--- config.mk ---
export PLATFORM = sky130hd
export DESIGN_NAME = hsync_gen
export DESIGN_NICKNAME = d
export VERILOG_FILES = /design/src/rtl/hsg_pkg.sv /design/src/rtl/hsg_datapath.sv /design/src/rtl/hsg_control.sv /design/src/rtl/hsync_gen.sv
export SDC_FILE = /design/constraint.sdc
export NUM_CORES = 1
export LEC_CHECK = 0
export ABC_CLOCK_PERIOD_IN_PS = 2300
export BUFFER_PORTS_ARGS = -buffer_cell sky130_fd_sc_hd__buf_4
export CORE_MARGIN = 2
export CORE_UTILIZATION = 55
export DETAILED_ROUTE_END_ITERATION = 7
export HOLD_SLACK_MARGIN = 0.15
export PLACE_DENSITY_LB_ADDON = 0.15
export SLEW_MARGIN = 0
export SYNTH_ARGS = -nofsm -noshare
export SYNTH_HDL_FRONTEND = slang
export SYNTH_HIERARCHICAL = 1
export SYNTH_SLANG_ARGS = --single-unit
--- constraint.sdc ---
create_clock -name clk -period 2.3 [get_ports clk]
set_input_delay 0.575 -clock clk [delete_from_list [all_inputs] [get_ports clk]]
set_output_delay 0.575 -clock clk [all_outputs]
set_load 0.01 [all_outputs]
--- src/rtl/hsg_pkg.sv ---
package hsg_pkg;
  localparam int SKIP_HI_W = 5;
  localparam int SKIP_LO_W = 8;
  localparam int SKIP_W    = SKIP_HI_W + SKIP_LO_W;
  localparam int BLANK_W   = 8;

  typedef enum logic [1:0] {
    SRC_MARK_A = 2'b00,
    SRC_MARK_B = 2'b01,
    SRC_LEAD   = 2'b10,
    SRC_TRAIL  = 2'b11
  } srcMode_e;

  localparam logic [1:0] BLANK_FROM_END   = 2'b10;
  localparam logic [1:0] BLANK_FROM_START = 2'b11;

  typedef struct packed {
    srcMode_e           srcMode;
    logic [1:0]         markSel;
    logic               invert;
    logic [SKIP_W-1:0]  skipLines;
    logic [1:0]         blankMode;
    logic [BLANK_W-1:0] blankCount;
  } cfg_t;

  typedef struct packed {
    logic fire;
    logic invert;
  } ctrlStrobe_t;

  typedef struct packed {
    logic deRise;
    logic deLateFall;
  } dpEvent_t;
endpackage

--- src/rtl/hsg_datapath.sv ---
module hsg_datapath
  import hsg_pkg::*;
#(
  parameter int GAP_W       = 16,
  parameter int DEFAULT_GAP = 2200,
  parameter int PULSE_W     = 2,
  parameter int TRAIL       = 2
) (
  input  logic              clk,
  input  logic              rstN,
  input  logic              dataEn,
  input  logic              lineStart,
  input  logic              frameStart,
  input  ctrlStrobe_t       strobe,
  output dpEvent_t          dpEv,
  output logic [GAP_W-1:0]  gapLen,
  output logic              deOut,
  output logic              hsync
);
  localparam int DLY_LEN = PULSE_W + TRAIL + 1;
  localparam int CNT_W   = $clog2(PULSE_W + 1);
  localparam logic [GAP_W-1:0] GAP_MAX  = '1;
  localparam logic [GAP_W-1:0] GAP_INIT = GAP_W'(DEFAULT_GAP);

  // data-enable delay line: output tap sits PULSE_W stages in, late tap at end
  logic [DLY_LEN-1:0] deDly;
  always_ff @(posedge clk or negedge rstN) begin
    if (!rstN) deDly <= '0;
    else       deDly <= {deDly[DLY_LEN-2:0], dataEn};
  end

  assign deOut           = deDly[PULSE_W];
  assign dpEv.deRise     = dataEn & ~deDly[0];
  assign dpEv.deLateFall = deDly[DLY_LEN-1] & ~deDly[DLY_LEN-2];

  // line-start spacing, measured only inside a frame
  logic [GAP_W-1:0] gapCnt;
  logic             lineSeen;
  always_ff @(posedge clk or negedge rstN) begin
    if (!rstN) begin
      gapCnt   <= '0;
      gapLen   <= GAP_INIT;
      lineSeen <= 1'b0;
    end else begin
      if (lineStart) begin
        gapCnt <= '0;
        if (lineSeen) gapLen <= (gapCnt == GAP_MAX) ? GAP_MAX : gapCnt + 1'b1;
      end else if (gapCnt != GAP_MAX) begin
        gapCnt <= gapCnt + 1'b1;
      end
      if (frameStart)     lineSeen <= 1'b0;
      else if (lineStart) lineSeen <= 1'b1;
    end
  end

  // fixed-width pulse shaper
  logic [CNT_W-1:0] pulseLeft;
  always_ff @(posedge clk or negedge rstN) begin
    if (!rstN)                pulseLeft <= '0;
    else if (strobe.fire)     pulseLeft <= CNT_W'(PULSE_W);
    else if (pulseLeft != '0) pulseLeft <= pulseLeft - 1'b1;
  end

  assign hsync = (pulseLeft != '0) ^ strobe.invert;
endmodule

--- src/rtl/hsg_control.sv ---
module hsg_control
  import hsg_pkg::*;
#(
  parameter int GAP_W = 16
) (
  input  logic             clk,
  input  logic             rstN,
  input  logic             frameStart,
  input  logic             frameEnd,
  input  logic             lineStart,
  input  logic             lineEnd,
  input  cfg_t             cfgIn,
  input  dpEvent_t         dpEv,
  input  logic [GAP_W-1:0] gapLen,
  output ctrlStrobe_t      strobe,
  output cfg_t             liveCfg
);
  localparam logic [SKIP_W-1:0] SKIP_MAX = '1;

  // settings shadow: new values apply from the frame-start cycle on
  cfg_t shadowCfg, live;
  assign live    = frameStart ? cfgIn : shadowCfg;
  assign liveCfg = live;

  always_ff @(posedge clk or negedge rstN) begin
    if (!rstN)           shadowCfg <= '0;
    else if (frameStart) shadowCfg <= cfgIn;
  end

  // marker-driven pulses
  logic markFire;
  assign markFire = ~live.srcMode[1] &
                    ((lineStart & ~live.markSel[1]) | (lineEnd & ~live.markSel[0]));

  // data-enable driven pulses with line skip
  logic              lineEvt, lineFire;
  logic [SKIP_W-1:0] lineCnt;
  always_comb begin
    case (live.srcMode)
      SRC_LEAD:  lineEvt = dpEv.deRise;
      SRC_TRAIL: lineEvt = dpEv.deLateFall;
      default:   lineEvt = 1'b0;
    endcase
  end
  assign lineFire = lineEvt & (lineCnt >= live.skipLines);

  always_ff @(posedge clk or negedge rstN) begin
    if (!rstN)                                lineCnt <= '0;
    else if (frameStart)                      lineCnt <= '0;
    else if (lineEvt && lineCnt != SKIP_MAX)  lineCnt <= lineCnt + 1'b1;
  end

  // active zone: first data-enable rise up to frame end
  logic zone;
  always_ff @(posedge clk or negedge rstN) begin
    if (!rstN)                      zone <= 1'b0;
    else if (frameStart || frameEnd) zone <= 1'b0;
    else if (dpEv.deRise)           zone <= 1'b1;
  end

  // blanking pulse train
  logic               trainOn, feArm, fsArm, trainFire;
  logic [GAP_W-1:0]   trainTimer, gapReload;
  logic [BLANK_W-1:0] trainLeft;

  assign gapReload = gapLen - 1'b1;
  assign fsArm     = (live.blankMode == BLANK_FROM_START) && (live.blankCount != '0);
  assign feArm     = frameEnd && (live.blankMode == BLANK_FROM_END);
  assign trainFire = trainOn && (trainTimer == '0) && !zone && !frameStart && !feArm;

  always_ff @(posedge clk or negedge rstN) begin
    if (!rstN) begin
      trainOn    <= 1'b0;
      trainTimer <= '0;
      trainLeft  <= '0;
    end else if (frameStart) begin
      trainOn    <= fsArm;
      trainTimer <= gapReload;
      trainLeft  <= live.blankCount;
    end else if (feArm) begin
      trainOn    <= (live.blankCount != '0);
      trainTimer <= gapReload;
      trainLeft  <= live.blankCount;
    end else if (trainOn) begin
      if (trainTimer == '0) begin
        trainTimer <= gapReload;
        if (!zone) begin
          trainLeft <= trainLeft - 1'b1;
          if (trainLeft == BLANK_W'(1)) trainOn <= 1'b0;
        end
      end else begin
        trainTimer <= trainTimer - 1'b1;
      end
    end
  end

  assign strobe.fire   = markFire | lineFire | trainFire;
  assign strobe.invert = shadowCfg.invert;
endmodule

--- src/rtl/hsync_gen.sv ---
module hsync_gen
  import hsg_pkg::*;
#(
  parameter int GAP_W       = 16,
  parameter int DEFAULT_GAP = 2200,
  parameter int PULSE_W     = 2,
  parameter int TRAIL       = 2
) (
  input  logic                 clk,
  input  logic                 rstN,
  input  logic                 frameStart,
  input  logic                 frameEnd,
  input  logic                 lineStart,
  input  logic                 lineEnd,
  input  logic                 dataEn,
  input  logic [1:0]           cfgSrcMode,
  input  logic [1:0]           cfgMarkSel,
  input  logic                 cfgInvert,
  input  logic [SKIP_HI_W-1:0] cfgSkipHi,
  input  logic [SKIP_LO_W-1:0] cfgSkipLo,
  input  logic [1:0]           cfgBlankMode,
  input  logic [BLANK_W-1:0]   cfgBlankCount,
  output logic                 hsync,
  output logic                 deOut
);
  cfg_t             cfgIn, liveCfg;
  ctrlStrobe_t      strobe;
  dpEvent_t         dpEv;
  logic [GAP_W-1:0] gapLen;
  logic             invertNow;

  assign cfgIn.srcMode    = srcMode_e'(cfgSrcMode);
  assign cfgIn.markSel    = cfgMarkSel;
  assign cfgIn.invert     = cfgInvert;
  assign cfgIn.skipLines  = {cfgSkipHi, cfgSkipLo};
  assign cfgIn.blankMode  = cfgBlankMode;
  assign cfgIn.blankCount = cfgBlankCount;
  assign invertNow        = strobe.invert;

  hsg_control #(.GAP_W(GAP_W)) u_ctrl (
    .clk(clk), .rstN(rstN),
    .frameStart(frameStart), .frameEnd(frameEnd),
    .lineStart(lineStart), .lineEnd(lineEnd),
    .cfgIn(cfgIn), .dpEv(dpEv), .gapLen(gapLen),
    .strobe(strobe), .liveCfg(liveCfg)
  );

  hsg_datapath #(
    .GAP_W(GAP_W), .DEFAULT_GAP(DEFAULT_GAP), .PULSE_W(PULSE_W), .TRAIL(TRAIL)
  ) u_dp (
    .clk(clk), .rstN(rstN),
    .dataEn(dataEn), .lineStart(lineStart), .frameStart(frameStart),
    .strobe(strobe), .dpEv(dpEv), .gapLen(gapLen),
    .deOut(deOut), .hsync(hsync)
  );
endmodule

==> impl_metrics.csv <==
group,metric,value,unit
clock_network,h-tree-depth,3,
final_layout,num_antenna_cells,0,
sta,finalSetupViolCount,0,
placement,dpl.cell_count,805,
clock_network,clock_sinks,107,
sta,hold_viol,0,
sta,tns,0,ps
job,drv_cap,0,
final_layout,final_nets,732,
drt,post_drt_wl_per_cell,16.8,um
status,status,"finished clean",
logic_synthesis,netlist.area_leader.share,0.433,
logic_synthesis,ys_types,69,
sta,clock-skew-final,14.1,ps
power,leakagePower,0.00307,uW
global_route,grt_pass1_wl,23.2,mm
setup_path,path_class,"primary input to flip-flop",
sta,slew_violations,0,
clock_network,post_cts_buffers,0,
setup_path,crit_top_cell,"buf_4",
sta,relSlewSlack,0.612,
floorplan,initial_core_util,0.557,
final_layout,n_fill_cell,865,
final_layout,area.sequential,2680,um2
logic_synthesis,yosys_warnings,6,
sta,fin_crit_sh,0.949,
logic_synthesis,async_reset_ff_frac,1.00,
drt,dr.pass1.iters,5,
logic_synthesis,yosysTopAreaCell,"dfrtp_1",
floorplan,die_h,108,um
final_layout,areaGrowthSynthToFinish,15.3,%
sta,max_freq,0.458,GHz
logic_synthesis,ys_ff_latch,107,
global_route,grt_use_total,0.250,
setup_path,path_cells,"buf_4 > buf_4 > mux2i_1 > ha_1 > a2111oi_2 > o211ai_1 > a31o_1 > a211o_1",
placement,port_buffers,36,
setup_path,required,2580,ps
clock_network,cts_buffers,9,
logic_synthesis,synth.net_count,671,
floorplan,io_pins,37,
logic_synthesis,yosysMostFrequentCell,"dfrtp_1",
drt,drt-initial-drc-count,326,
logic_synthesis,ys.flop_type,"dfrtp_1",
logic_synthesis,ys_seq_area_frac,0.450,
clock_network,cts_resized,0,
drt,ant_nets,0,
clock_network,cts-root-buf,"clkbuf_8",
global_route,grt-ovfl-total,0,
sta,rsz0062_at_grt,"false",
drt,vias,4848,
final_layout,drive_above_1_share,0.210,
clock_network,clkTransAtPathRegs,100,ps
logic_synthesis,synth_cells,615,
setup_path,cp-start-kind,"primary input",
setup_path,crit_path_end_kind,"flip-flop",
sta,fin_crit,2180,ps
clock_network,insertion_delay,380,ps
clock_network,cts-hold-fix-buffers,0,
placement,pre_cts_ws,-294,ps
power,peakVddDrop,0.000348,V
logic_synthesis,synth.cell_area,5960,um2
min_path,hp-class,"primary input to asynchronous set/reset pin",
logic_synthesis,netlist_top_cells_count,"103 x dfrtp_1, 69 x nor2_1, 44 x nand2_1",
clock_network,cts_tree,"yes",
final_layout,layoutNonFillerInstCount,821,
setup_path,path_max_fanout,11,
sta,worst_slew_pin_slew,577,ps
placement,place.gp.congestion,0.921,
logic_synthesis,synthTopCellsByArea,"dfrtp_1 43%, ha_1 4.4%, nor2_1 4.3%",
clock_network,clock_path_buffers,2,
sta,final.setup.worst_slack,118,ps
setup_path,crit_arrival,2460,ps
logic_synthesis,syn_avg_cell_area,9.69,um2
global_route,first_global_vias,4870,
global_route,grt_max_degree,50,
drt,post-route-drc-count,0,
final_layout,multiInputGateArea,3040,um2
drt,viasPerCell,5.90,
floorplan,fp-row-count,38,
placement,dp_hpwl,10.1,mm
floorplan,die_x,108,um
setup_path,cp_slowest_cell,"a2111oi_2",
logic_synthesis,synth_edf_count,0,
floorplan,dieArea,11700,um2
floorplan,fp.coreArea,10700,um2
power,powerDensity,677,nW/um2
global_route,antenna_found_initial,0,
drt,wirelength,13.8,mm
setup_path,max_stage_delay,370,ps
==> layout by cell type (no fill, tap or decap), types with 3 or more instances in the layout <==
| cell | instances |
|---|---|
| o21ai_0 | 16 |
| nand3_1 | 17 |
| buf_4 | 77 |
| a311oi_1 | 3 |
| nor2b_1 | 6 |
| o21a_1 | 3 |
| nor4b_2 | 3 |
| nand2_1 | 44 |
| clkbuf_8 | 10 |
| nor3_1 | 20 |
| xnor2_1 | 17 |
| o21ai_1 | 8 |
| nor4_1 | 16 |
| nor4_2 | 4 |
| o211ai_1 | 4 |
| and2_1 | 4 |
| a21o_1 | 3 |
| dfrtp_1 | 103 |
| nand4_2 | 4 |
| a31o_1 | 3 |
| mux2_2 | 14 |
| o2bb2ai_1 | 3 |
| a221oi_1 | 3 |
| a21oi_1 | 41 |
| nand3b_1 | 4 |
| xor2_1 | 16 |
| mux2_1 | 5 |
| mux2i_1 | 16 |
| or3_1 | 4 |
| nand4_1 | 15 |
| and3_1 | 7 |
| nor2_1 | 69 |
| inv_1 | 37 |
| dfstp_2 | 4 |
| ha_1 | 20 |
| or4_1 | 5 |
==> per-stage QoR <==
stage	total power [uW]	util	hold slack, ps	instance area (um2)
detailed placement	3360	0.620	350	6630
global route	4900	0.643	196	6870
finish	4660	0.643	158	6870
floorplan	2960	-	279	6020
global placement	3320	0.620	336	6630
CTS	4690	0.642	164	6860
==> layer usage <==
layer  wire length [um]  global-route usage  vias to the layer above
met5                  0                   0                        -
met4                255               0.102                        0
met3                492              0.0265                       21
met2               6860               0.422                      119
met1               6200               0.330                     2379
li1                   -                   -                     2329
==> power breakdown <==
| group | switching [uW] | internal [uW] | total (uW) |
|---|---|---|---|
| combinational | 563 | 492 | 1060 |
| sequential | 200 | 2080 | 2280 |
| clock | 667 | 653 | 1320 |
| total | 1430 | 3230 | 4660 |
==> path summary, 6_finish.rpt <==
path / cells past startpoint / slack (ps) / startpoint / end
hold reg to reg: 0 / 380 / u_dp/deDly[1] / u_dp/deDly[2]
max in group asynchronous: 2 / 1450 / rstN / u_dp/gapLen[3]
setup / recovery: 8 / 120 / frameStart / u_dp/pulseLeft[1]
hold / removal: 1 / 160 / rstN / u_dp/pulseLeft[1]
setup reg to reg: 7 / 150 / u_ctrl/trainTimer[1] / u_ctrl/trainTimer[14]
min in group clk: 1 / 300 / dataEn / u_dp/deDly[0]
==> cell type report <==
cell class,count,share of cell area
clock buffers,10,0.0200
clock inverters,6,0.0137
inverters,38,0.0207
multi-input cells,442,0.443
flip-flops and latches,107,0.390
well taps,140,0.0255
repair buffers,78,0.0870
==> state kept, by name, indices dropped and copies added, names as in the netlist <==
signal	cells
u_ctrl/lineCnt	13
u_dp/gapLen	16
u_ctrl/trainTimer	16
u_dp/lineSeen	1
u_dp/deDly	5
u_ctrl/zone	1
u_dp/gapCnt	16
u_ctrl/shadowCfg	27
u_ctrl/trainOn	1
u_ctrl/trainLeft	8
u_ctrl/strobe	1
u_dp/pulseLeft	2
==> cell families after synthesis <==
group,count (synthesis),share of synthesized area
buffers and inverters,66,0.0458
AND/OR/NAND/NOR,239,0.224
XOR/XNOR,33,0.0485
flip-flops,107,0.450
multiplexers,38,0.0680
AO/OA/AOI/OAI,111,0.120
adder cells (fa/ha/maj),21,0.0441
==> worst max-delay path: cells and delay by family <==
kind	cells	cell delay [ps]
compound gates	4	960
fa+ha+maj	1	280
mux	1	290
buf+inv	2	360
Power figures use the tool's default switching activity.
